$ cat src/rtl/fbw_pkg.sv
`timescale 1ns/1ps
package fbw_pkg;
    localparam logic [7:0] CMD_PROG_SETUP = 8'h40;
    localparam logic [7:0] CMD_CLEAR      = 8'h50;
    localparam logic [7:0] CMD_READ_ARRAY = 8'hFF;

    localparam int SR_READY = 7;
    localparam int SR_VLOW  = 3;
    localparam int SR_PERR  = 4;

    typedef enum logic [1:0] {
        ERR_NONE    = 2'd0,
        ERR_VLOW    = 2'd1,
        ERR_PROG    = 2'd2,
        ERR_TIMEOUT = 2'd3
    } fbw_err_e;

    typedef enum logic [1:0] {
        PH_IDLE, PH_SETUP, PH_STROBE, PH_HOLD
    } fbw_phase_e;

    typedef enum logic [3:0] {
        ST_IDLE, ST_WAIT_NEXT, ST_DRAIN, ST_PROG_CMD, ST_PROG_DATA,
        ST_POLL, ST_CHECK, ST_CLEAR, ST_RESTORE, ST_REPORT
    } fbw_state_e;
endpackage

$ cat src/rtl/fbw_bus_cycle.sv
`timescale 1ns/1ps
module fbw_bus_cycle
    import fbw_pkg::*;
#(
    parameter int AW = 17
) (
    input  logic          clk,
    input  logic          rst_n,
    input  logic          start,
    input  logic          is_read,
    input  logic [AW-1:0] addr,
    input  logic [7:0]    wdata,
    output logic          done,
    output logic [7:0]    rdata,
    output logic          fl_ce_n,
    output logic          fl_we_n,
    output logic          fl_oe_n,
    output logic [AW-1:0] fl_addr,
    output logic [7:0]    fl_dq_out,
    output logic          fl_dq_oe,
    input  logic [7:0]    fl_dq_in
);
    typedef struct packed {
        fbw_phase_e    ph;
        logic          rd;
        logic [AW-1:0] addr;
        logic [7:0]    wdata;
        logic [7:0]    rdata;
    } bus_t;

    bus_t q, n;

    always_comb begin
        n    = q;
        done = 1'b0;
        case (q.ph)
            PH_IDLE: begin
                if (start) begin
                    n.ph    = PH_SETUP;
                    n.rd    = is_read;
                    n.addr  = addr;
                    n.wdata = wdata;
                end
            end
            PH_SETUP:  n.ph = PH_STROBE;
            PH_STROBE: begin
                if (q.rd) n.rdata = fl_dq_in;
                n.ph = PH_HOLD;
            end
            PH_HOLD: begin
                done = 1'b1;
                n.ph = PH_IDLE;
            end
            default: n.ph = PH_IDLE;
        endcase
    end

    always_ff @(posedge clk) begin
        if (!rst_n) begin
            q <= '{ph: PH_IDLE, rd: 1'b0, addr: '0, wdata: '0, rdata: '0};
        end else begin
            q <= n;
        end
    end

    assign fl_ce_n   = (q.ph == PH_IDLE);
    assign fl_we_n   = !((q.ph == PH_STROBE) && !q.rd);
    assign fl_oe_n   = !(q.rd && ((q.ph == PH_SETUP) || (q.ph == PH_STROBE)));
    assign fl_dq_oe  = !q.rd && (q.ph != PH_IDLE);
    assign fl_addr   = q.addr;
    assign fl_dq_out = q.wdata;
    assign rdata     = q.rdata;
endmodule

$ cat src/rtl/fbw_poll_timer.sv
`timescale 1ns/1ps
module fbw_poll_timer #(
    parameter int LIMIT = 4096
) (
    input  logic clk,
    input  logic rst_n,
    input  logic clear,
    input  logic run,
    output logic expired
);
    localparam int TW = $clog2(LIMIT + 1);
    localparam logic [TW-1:0] LIM = TW'(LIMIT);

    logic [TW-1:0] cnt_d, cnt_q;

    always_comb begin
        cnt_d = cnt_q;
        if (clear) begin
            cnt_d = '0;
        end else if (run && (cnt_q < LIM)) begin
            cnt_d = cnt_q + 1'b1;
        end
    end

    always_ff @(posedge clk) begin
        if (!rst_n) cnt_q <= '0;
        else        cnt_q <= cnt_d;
    end

    assign expired = (cnt_q >= LIM);
endmodule

$ cat src/rtl/flash_byte_writer.sv
`timescale 1ns/1ps
module flash_byte_writer
    import fbw_pkg::*;
#(
    parameter int AW         = 17,
    parameter int POLL_LIMIT = 4096
) (
    input  logic          clk,
    input  logic          rst_n,
    input  logic          req_valid,
    output logic          req_ready,
    input  logic [AW-1:0] req_addr,
    input  logic [7:0]    req_data,
    input  logic          req_last,
    input  logic          check_each,
    output logic          run_done,
    output logic [1:0]    run_err,
    output logic [7:0]    run_status,
    output logic          fl_ce_n,
    output logic          fl_we_n,
    output logic          fl_oe_n,
    output logic [AW-1:0] fl_addr,
    output logic [7:0]    fl_dq_out,
    output logic          fl_dq_oe,
    input  logic [7:0]    fl_dq_in
);
    typedef struct packed {
        fbw_state_e    st;
        logic          issued;
        logic [AW-1:0] addr;
        logic [7:0]    data;
        logic          last;
        logic          each;
        fbw_err_e      err;
        logic [7:0]    status;
    } seq_t;

    seq_t q, n;

    logic       bus_start, bus_rd, bus_done;
    logic [7:0] bus_wdata, bus_rdata;
    logic       tmr_clear, tmr_run, tmr_expired;
    logic       needs_bus;

    fbw_bus_cycle #(.AW(AW)) i_bus (
        .clk      (clk),
        .rst_n    (rst_n),
        .start    (bus_start),
        .is_read  (bus_rd),
        .addr     (q.addr),
        .wdata    (bus_wdata),
        .done     (bus_done),
        .rdata    (bus_rdata),
        .fl_ce_n  (fl_ce_n),
        .fl_we_n  (fl_we_n),
        .fl_oe_n  (fl_oe_n),
        .fl_addr  (fl_addr),
        .fl_dq_out(fl_dq_out),
        .fl_dq_oe (fl_dq_oe),
        .fl_dq_in (fl_dq_in)
    );

    fbw_poll_timer #(.LIMIT(POLL_LIMIT)) i_tmr (
        .clk    (clk),
        .rst_n  (rst_n),
        .clear  (tmr_clear),
        .run    (tmr_run),
        .expired(tmr_expired)
    );

    always_comb begin
        n         = q;
        req_ready = 1'b0;
        run_done  = 1'b0;
        tmr_clear = 1'b0;
        tmr_run   = 1'b0;
        bus_rd    = (q.st == ST_POLL);
        needs_bus = (q.st == ST_PROG_CMD) || (q.st == ST_PROG_DATA) ||
                    (q.st == ST_POLL) || (q.st == ST_CLEAR) || (q.st == ST_RESTORE);
        case (q.st)
            ST_PROG_DATA: bus_wdata = q.data;
            ST_CLEAR:     bus_wdata = CMD_CLEAR;
            ST_RESTORE:   bus_wdata = CMD_READ_ARRAY;
            default:      bus_wdata = CMD_PROG_SETUP;
        endcase
        bus_start = needs_bus && !q.issued;
        if (bus_start)     n.issued = 1'b1;
        else if (bus_done) n.issued = 1'b0;

        case (q.st)
            ST_IDLE: begin
                req_ready = 1'b1;
                if (req_valid) begin
                    n.addr   = req_addr;
                    n.data   = req_data;
                    n.last   = req_last;
                    n.each   = check_each;
                    n.err    = ERR_NONE;
                    n.status = '0;
                    n.st     = ST_PROG_CMD;
                end
            end
            ST_WAIT_NEXT: begin
                req_ready = 1'b1;
                if (req_valid) begin
                    n.addr = req_addr;
                    n.data = req_data;
                    n.last = req_last;
                    n.st   = ST_PROG_CMD;
                end
            end
            ST_DRAIN: begin
                req_ready = 1'b1;
                if (req_valid) begin
                    n.addr = req_addr;
                    n.last = req_last;
                    if (req_last) n.st = ST_RESTORE;
                end
            end
            ST_PROG_CMD: begin
                if (bus_done) n.st = ST_PROG_DATA;
            end
            ST_PROG_DATA: begin
                if (bus_done) begin
                    n.st      = ST_POLL;
                    tmr_clear = 1'b1;
                end
            end
            ST_POLL: begin
                tmr_run = 1'b1;
                if (bus_done) begin
                    n.status = bus_rdata;
                    if (bus_rdata[SR_READY]) begin
                        n.st = (q.each || q.last) ? ST_CHECK : ST_WAIT_NEXT;
                    end else if (tmr_expired) begin
                        n.err = ERR_TIMEOUT;
                        n.st  = q.last ? ST_RESTORE : ST_DRAIN;
                    end
                end
            end
            ST_CHECK: begin
                if (q.status[SR_VLOW]) begin
                    n.err = ERR_VLOW;
                    n.st  = ST_CLEAR;
                end else if (q.status[SR_PERR]) begin
                    n.err = ERR_PROG;
                    n.st  = ST_CLEAR;
                end else begin
                    n.st  = q.last ? ST_RESTORE : ST_WAIT_NEXT;
                end
            end
            ST_CLEAR: begin
                if (bus_done) n.st = q.last ? ST_RESTORE : ST_DRAIN;
            end
            ST_RESTORE: begin
                if (bus_done) n.st = ST_REPORT;
            end
            ST_REPORT: begin
                run_done = 1'b1;
                n.st     = ST_IDLE;
            end
            default: n.st = ST_IDLE;
        endcase
    end

    always_ff @(posedge clk) begin
        if (!rst_n) begin
            q <= '{st: ST_IDLE, issued: 1'b0, addr: '0, data: '0, last: 1'b0,
                   each: 1'b0, err: ERR_NONE, status: '0};
        end else begin
            q <= n;
        end
    end

    assign run_err    = q.err;
    assign run_status = q.status;
endmodule

$ cat config.mk
export PLATFORM = sky130hd
export DESIGN_NAME = flash_byte_writer
export DESIGN_NICKNAME = d
export VERILOG_FILES = /design/src/rtl/fbw_pkg.sv /design/src/rtl/fbw_bus_cycle.sv /design/src/rtl/fbw_poll_timer.sv /design/src/rtl/flash_byte_writer.sv
export SDC_FILE = /design/constraint.sdc
export NUM_CORES = 1
export LEC_CHECK = 0
export ABC_AREA = 0
export ABC_CLOCK_PERIOD_IN_PS = 2670
export BUFFER_PORTS_ARGS = -buffer_cell sky130_fd_sc_hd__buf_2
export CAP_MARGIN = 20
export CORE_MARGIN = 8
export CORE_UTILIZATION = 55
export CTS_BUF_LIST = sky130_fd_sc_hd__clkbuf_16
export CTS_CLUSTER_SIZE = 8
export DETAILED_ROUTE_END_ITERATION = 10
export PLACE_DENSITY_LB_ADDON = 0.05
export SLEW_MARGIN = 10
export SYNTH_ARGS = -nofsm -noshare
export SYNTH_HDL_FRONTEND = slang
export SYNTH_SLANG_ARGS = --single-unit
$ cat constraint.sdc
create_clock -name clk -period 2.67 [get_ports clk]
set_clock_uncertainty 0.2 [all_clocks]
set_input_delay 0.1335 -clock clk [delete_from_list [all_inputs] [get_ports clk]]
set_output_delay 0.1335 -clock clk [all_outputs]
set_load 0.02 [all_outputs]
After elaboration in Yosys (flattened, before gate mapping)
Cells that the tools add are included.

storage, ports and cells
  flip-flop bits (word level) = 91
  bits in latches = 0
  memory bits (writable) = 0
  ROM bits = 0
  logic and storage cells = 120
  memories = 0

cells by class
  add/sub/neg operators = 1
  $mul = 0
  div/mod/pow operators = 0
  order comparisons = 2
  equal/unequal tests = 27
  shifts and indexed selects = 0
  muxes and demuxes = 41
  bitwise operators = 1
  reductions and logical operators = 34

operator list
  kind                     count
  $mux W4                  14
  $pmux W17 S3             1
  $mux W37                 1
  $pmux W4 S8              1
  $pmux W8 S2              2
  $mux W28                 1
  $mux W26                 1
  $pmux W8 S3              1
  $ne A2 B2 Y1 const B     10
  $mux W17                 1
  $eq A4 B3 Y1 const B     4
  $add A13 B1 Y13 const B  1
  $ge A13 B13 Y1 const B   1
  $lt A13 B13 Y1 const B   1
  $mux W10                 1
  $mux W1                  9
  $reduce_and A9 Y1        1
  $eq A4 B2 Y1 const B     2
  $eq A4 B4 Y1 const B     2
  $mux W2                  4
  $pmux W2 S4              1
  $reduce_bool A2 Y1       4
  $logic_or A1 B1 Y1       6
  $ne A2 B1 Y1 const B     3
  20 further kinds         33

Logic depth before layout (Yosys ltp)
  depth after elaboration = 8
  gate-level depth with buffers = 8
  gate-level depth less buffers = 5

Cells and area by module
From an unflattened synthesis, not the netlist that was laid out.

unflattened totals
  cell total of the unflattened synthesis = 535
  area, all modules = 4619.4 um^2

modules (own cells, without submodules)
  module             instances  cells each  area an instance (um^2)  sequential area each (um^2)
  flash_byte_writer  1          259         2168.3                   840.8
  fbw_bus_cycle      1          201         1786.7                   720.7
  fbw_poll_timer     1          75          664.4                    260.2

Worst setup path before layout
No wires, ideal clock.

  kind = reg-to-reg
  start = register q[38] in the netlist's numbering
  end = register q[41] in the netlist's numbering
  library setup time = 121 ps
  arrival time = 1895 ps
  path slack = 454 ps
  cell stages (with the launch flop) = 6
  buffers on the path = 1
  period minus slack after synthesis = 2216 ps
  cell sequence = dfxtp_1 > clkbuf_1 > nor4b_2 > o21ba_2 > o21ai_0 > mux2_2

on the way
  cells in the longest elaborated chain, start to end = 4

ends and longest elaborated chain
  element                                           RTL line                  source
  start, declared                                   flash_byte_writer.sv:38   seq_t q, n;
  start signal, assigned                            flash_byte_writer.sv:168  q <= '{st: ST_IDLE, issued: 1'b0, addr: '0, data: '0, last: 1'b0,
  start signal, assigned                            flash_byte_writer.sv:171  q <= n;
  $eq A4 B1 Y1 or $logic_not A4 Y1 (tied branches)  flash_byte_writer.sv:90   case (q.st)
  $reduce_or A2 Y1 (no line)                        --
  $ne A2 B1 Y1 (no line)                            --
  $reduce_and A9 Y1 (no line)                       --

Several ways; a longest one is shown, not always the timed one.
A chain may end at the register's enable or synchronous reset.

Final worst setup path
  start = register q[41] in the netlist's numbering
  end = register i_tmr.cnt_q[6]

on the way
  cells in the longest elaborated chain, start to end = 3

ends and longest elaborated chain
  element                                                            RTL line                 source
  $eq A4 B3 Y1                                                       flash_byte_writer.sv:90
  $mux W1                                                            flash_byte_writer.sv:90
  $reduce_or A2 Y1 (no line) or $logic_and A1 B1 Y1 (tied branches)  --
  end signal, assigned                                               fbw_poll_timer.sv:27     else cnt_q <= cnt_d;
  end, declared                                                      fbw_poll_timer.sv:14     logic [TW-1:0] cnt_d, cnt_q;

Several ways; a longest one is shown, not always the timed one.

==> flow_summary_export.csv <==
group,metric,value,unit
power_and_ir_drop,p_leak,1.99,nW
final_layout,antenna_cells,0,
worst_setup_path,path_max_fanout,14,
final_layout,final-seq-area,0.00182,mm²
clocking,clock_path_buffers,2,
routing,via_per_inst,5.44,
final_layout,drive_gt1_share,20.7,%
timing,drv_slew,0,
floorplanning,start_util,57.3,%
final_layout,fill_cells,658,
routing,drcViolationCount,0,
min_path,hp-class,"in2reg",
worst_setup_path,r2r_end,"i_tmr.cnt_q[6]",
floorplanning,io_pins,79,
routing,wl_per_cell,14.8,µm
place,portBuffers,78,
worst_setup_path,critPathCaptureType,"flop",
routing,via_count,3769,
clocking,clock_latency,330,ps
final_layout,area_delta_synth_final,20.7,%
routing,drt-met1-wl,4680,µm
final_layout,utilization,69.2,%
global_routing,grt_usage,20.2,%
yosys,syn_area,0.00418,mm²
worst_setup_path,crit_arrival,2370,ps
clocking,clk_pin_slew,70,ps
timing,fin_crit_sh,86.5,%
clocking,clock_sinks,91,
routing,dr_wl_met2,4820,µm
worst_setup_path,cp-start-kind,"flop",
timing,tns,0,ps
yosys,synthArstFlopShare,0,%
flow_run,maxCapViolCount,0,
yosys,synth_seq_cells,91,
clocking,clock-root-buffer,"clkbuf_16",
worst_setup_path,startpoint,"q[41]",
routing,drtAntennaViolNets,0,
yosys,synth-edff-count,0,
worst_setup_path,endpoint,"i_tmr.cnt_q[6]",
floorplanning,fp.coreArea,0.00729,mm²
final_layout,fin_nets,631,
timing,worst_hold_slack,38.9,ps
final_layout,multi_input_area,0.00189,mm²
timing,fmax,0.433,GHz
timing,slew_headroom,53.5,%
floorplanning,rows,31,
yosys,synth_warnings,0,
floorplanning,die_area,0.0106,mm²
power_and_ir_drop,power_density,884,mW/mm²
yosys,ys_top_cells_by_area,"dfxtp_1, a21oi_1, nand2_1",
clocking,cts_tree,"done",
routing,drt_iter0_drc,208,
routing,wl_met3,620,µm
worst_setup_path,worstRegToRegCells,6,
worst_setup_path,path_class,"reg2reg",
worst_setup_path,required,2730,ps
power_and_ir_drop,ir_drop,0.000462,V
routing,dr.pass1.iters,5,
timing,fin_crit,2310,ps
clocking,post_cts_buffers,0,
yosys,syn_nets,561,
global_routing,grt_overflow_total,0,
yosys,avgSynthCellArea,8.05,µm²
yosys,ys.flop_type,"dfxtp_1",
clocking,htree_levels,3,
yosys,synth_top_area_share,43.6,%
worst_setup_path,worstReg2RegStart,"q[41]",
global_routing,antenna_found_initial,0,
yosys,synth-seq-area-share,43.6,%
routing,top_layer_used,"met4",
worst_setup_path,reg2reg_slack,360,ps
floorplanning,fp.dieH,103,µm
timing,setup_viol,0,
place,hpwlAfterDp,6810,µm
yosys,synth_cell_type_count,54,
clocking,cts_resized,0,
timing,grt_setup_unrepaired,"false",
run_status,run_status,"complete, no violations",
timing,tightest_slew,695,ps
min_path,holdPathStages,4,
place,gp_congestion,0.880,
clocking,ctsHoldBuffers,36,
yosys,yosys.area.top_type,"dfxtp_1",
clocking,cts_buffers,9,
global_routing,grt_pass1_vias,3617,
timing,hold_viol,0,
global_routing,grt_start_max_net_pins,36,
routing,routed_wl,10200,µm
floorplanning,die_w,103,µm
yosys,synthCells,519,
global_routing,grt_pass1_wl,17200,µm
flip-flops by register name (all words and copies together) (netlist names):
name and flops:
i_bus.fl_addr 17, i_bus.fl_dq_out 8, i_bus.q 3, i_bus.rdata 8, i_tmr.cnt_q 13, q 32, run_err 2, run_status 8
synthesized netlist by cell type (all sizes together) (2+ instances only):
cell type,instances
dfxtp,91
a41oi,2
nand3,31
xnor2,3
nor2,26
nor3,3
nand2,77
or4,6
a21oi,83
inv,13
nor2b,4
a211oi,10
o31ai,4
a22oi,9
nor4b,2
o21ai,30
a32oi,2
mux2i,3
o211ai,2
o21a,2
clkbuf,28
or3b,2
o211a,2
or3,3
nand2b,5
nand4,2
buf,45
ha,4
a21o,3
o21bai,2
cell families (layout without fill, tap and decap cells):
| logic type | Yosys count | after routing | synth area share [%] |
|---|---|---|---|
| multiplexers | 4 | 4 | 0.988 |
| AND/OR/NAND/NOR | 170 | 170 | 19.5 |
| buffers and inverters | 86 | 161 | 11.4 |
| adder cells (fa/ha/maj) | 4 | 4 | 1.20 |
| AO/OA/AOI/OAI | 161 | 161 | 22.7 |
| XOR/XNOR | 3 | 3 | 0.629 |
| flip-flops | 91 | 91 | 43.6 |
worst min path at each step:
stage | startpoint | slack [ps] | end
2_1_floorplan | req_data[4] | 70 | q[16]
3_3_place_gp | req_addr[2] | 170 | q[22]
3_5_place_dp | req_addr[15] | 180 | q[35]
4_1_cts | req_valid | 30 | q[10]
5_1_grt | req_valid | 60 | q[10]
6_report | req_valid | 40 | q[10]
final cells by class:
cell class              count  area share (%)
multi-input cells         342            37.4
flip-flops and latches     91            36.1
repair buffers            132            17.6
clock buffers               9            4.46
well taps                  99            2.45
clock inverters             7            1.02
inverters                  13           0.967
metrics by stage:
step / instance area, µm² / cells / total power [mW] / setup WS (ps)
after floorplan: 4180 / 519 / 2.87 / 454
after global placement: 4410 / 641 / 3.23 / 428
after detailed placement: 4410 / 641 / 3.26 / 377
after CTS: 5050 / 693 / 4.47 / 337
after global routing: 5050 / 693 / 4.72 / 181
final: 5050 / 693 / 4.46 / 360
per-layer routing:
metal,GRT usage [%],up-vias
met5,0,-
met1,26.8,1729
met3,3.82,12
li1,-,1917
met4,7.79,0
met2,31.8,111
where the power goes:
| part | switching, mW | total (mW) | internal (mW) | leakage [nW] |
|---|---|---|---|---|
| Sequential | 0.137 | 1.68 | 1.55 | 0.740 |
| Combinational | 1.03 | 1.59 | 0.563 | 1.12 |
| Clock | 0.546 | 1.18 | 0.636 | 0.134 |
critical path, cell delays in order, from the launching register on:
cell and delay (ps):
dfxtp_1 340, buf_4 190, nand4bb_1 220, buf_4 190, or4_1 600, or3_1 360, a21oi_1 140
layout by cell type, fill, tap and decap left out, types with 3 or more instances in the layout:
cell / n
a211oi_1: 10
a21o_1: 3
a21oi_1: 83
a22oi_1: 9
buf_2: 78
buf_4: 18
clkbuf_16: 9
dfxtp_1: 91
dlygate4sd3_1: 36
ha_1: 4
inv_1: 12
mux2i_1: 3
nand2_1: 77
nand2b_1: 5
nand3_1: 31
nor2_1: 26
nor2b_1: 3
nor3_1: 3
o21ai_0: 30
o31ai_1: 4
or3_1: 3
or4_1: 5
xnor2_1: 3
Power figures use the tool's default switching activity.
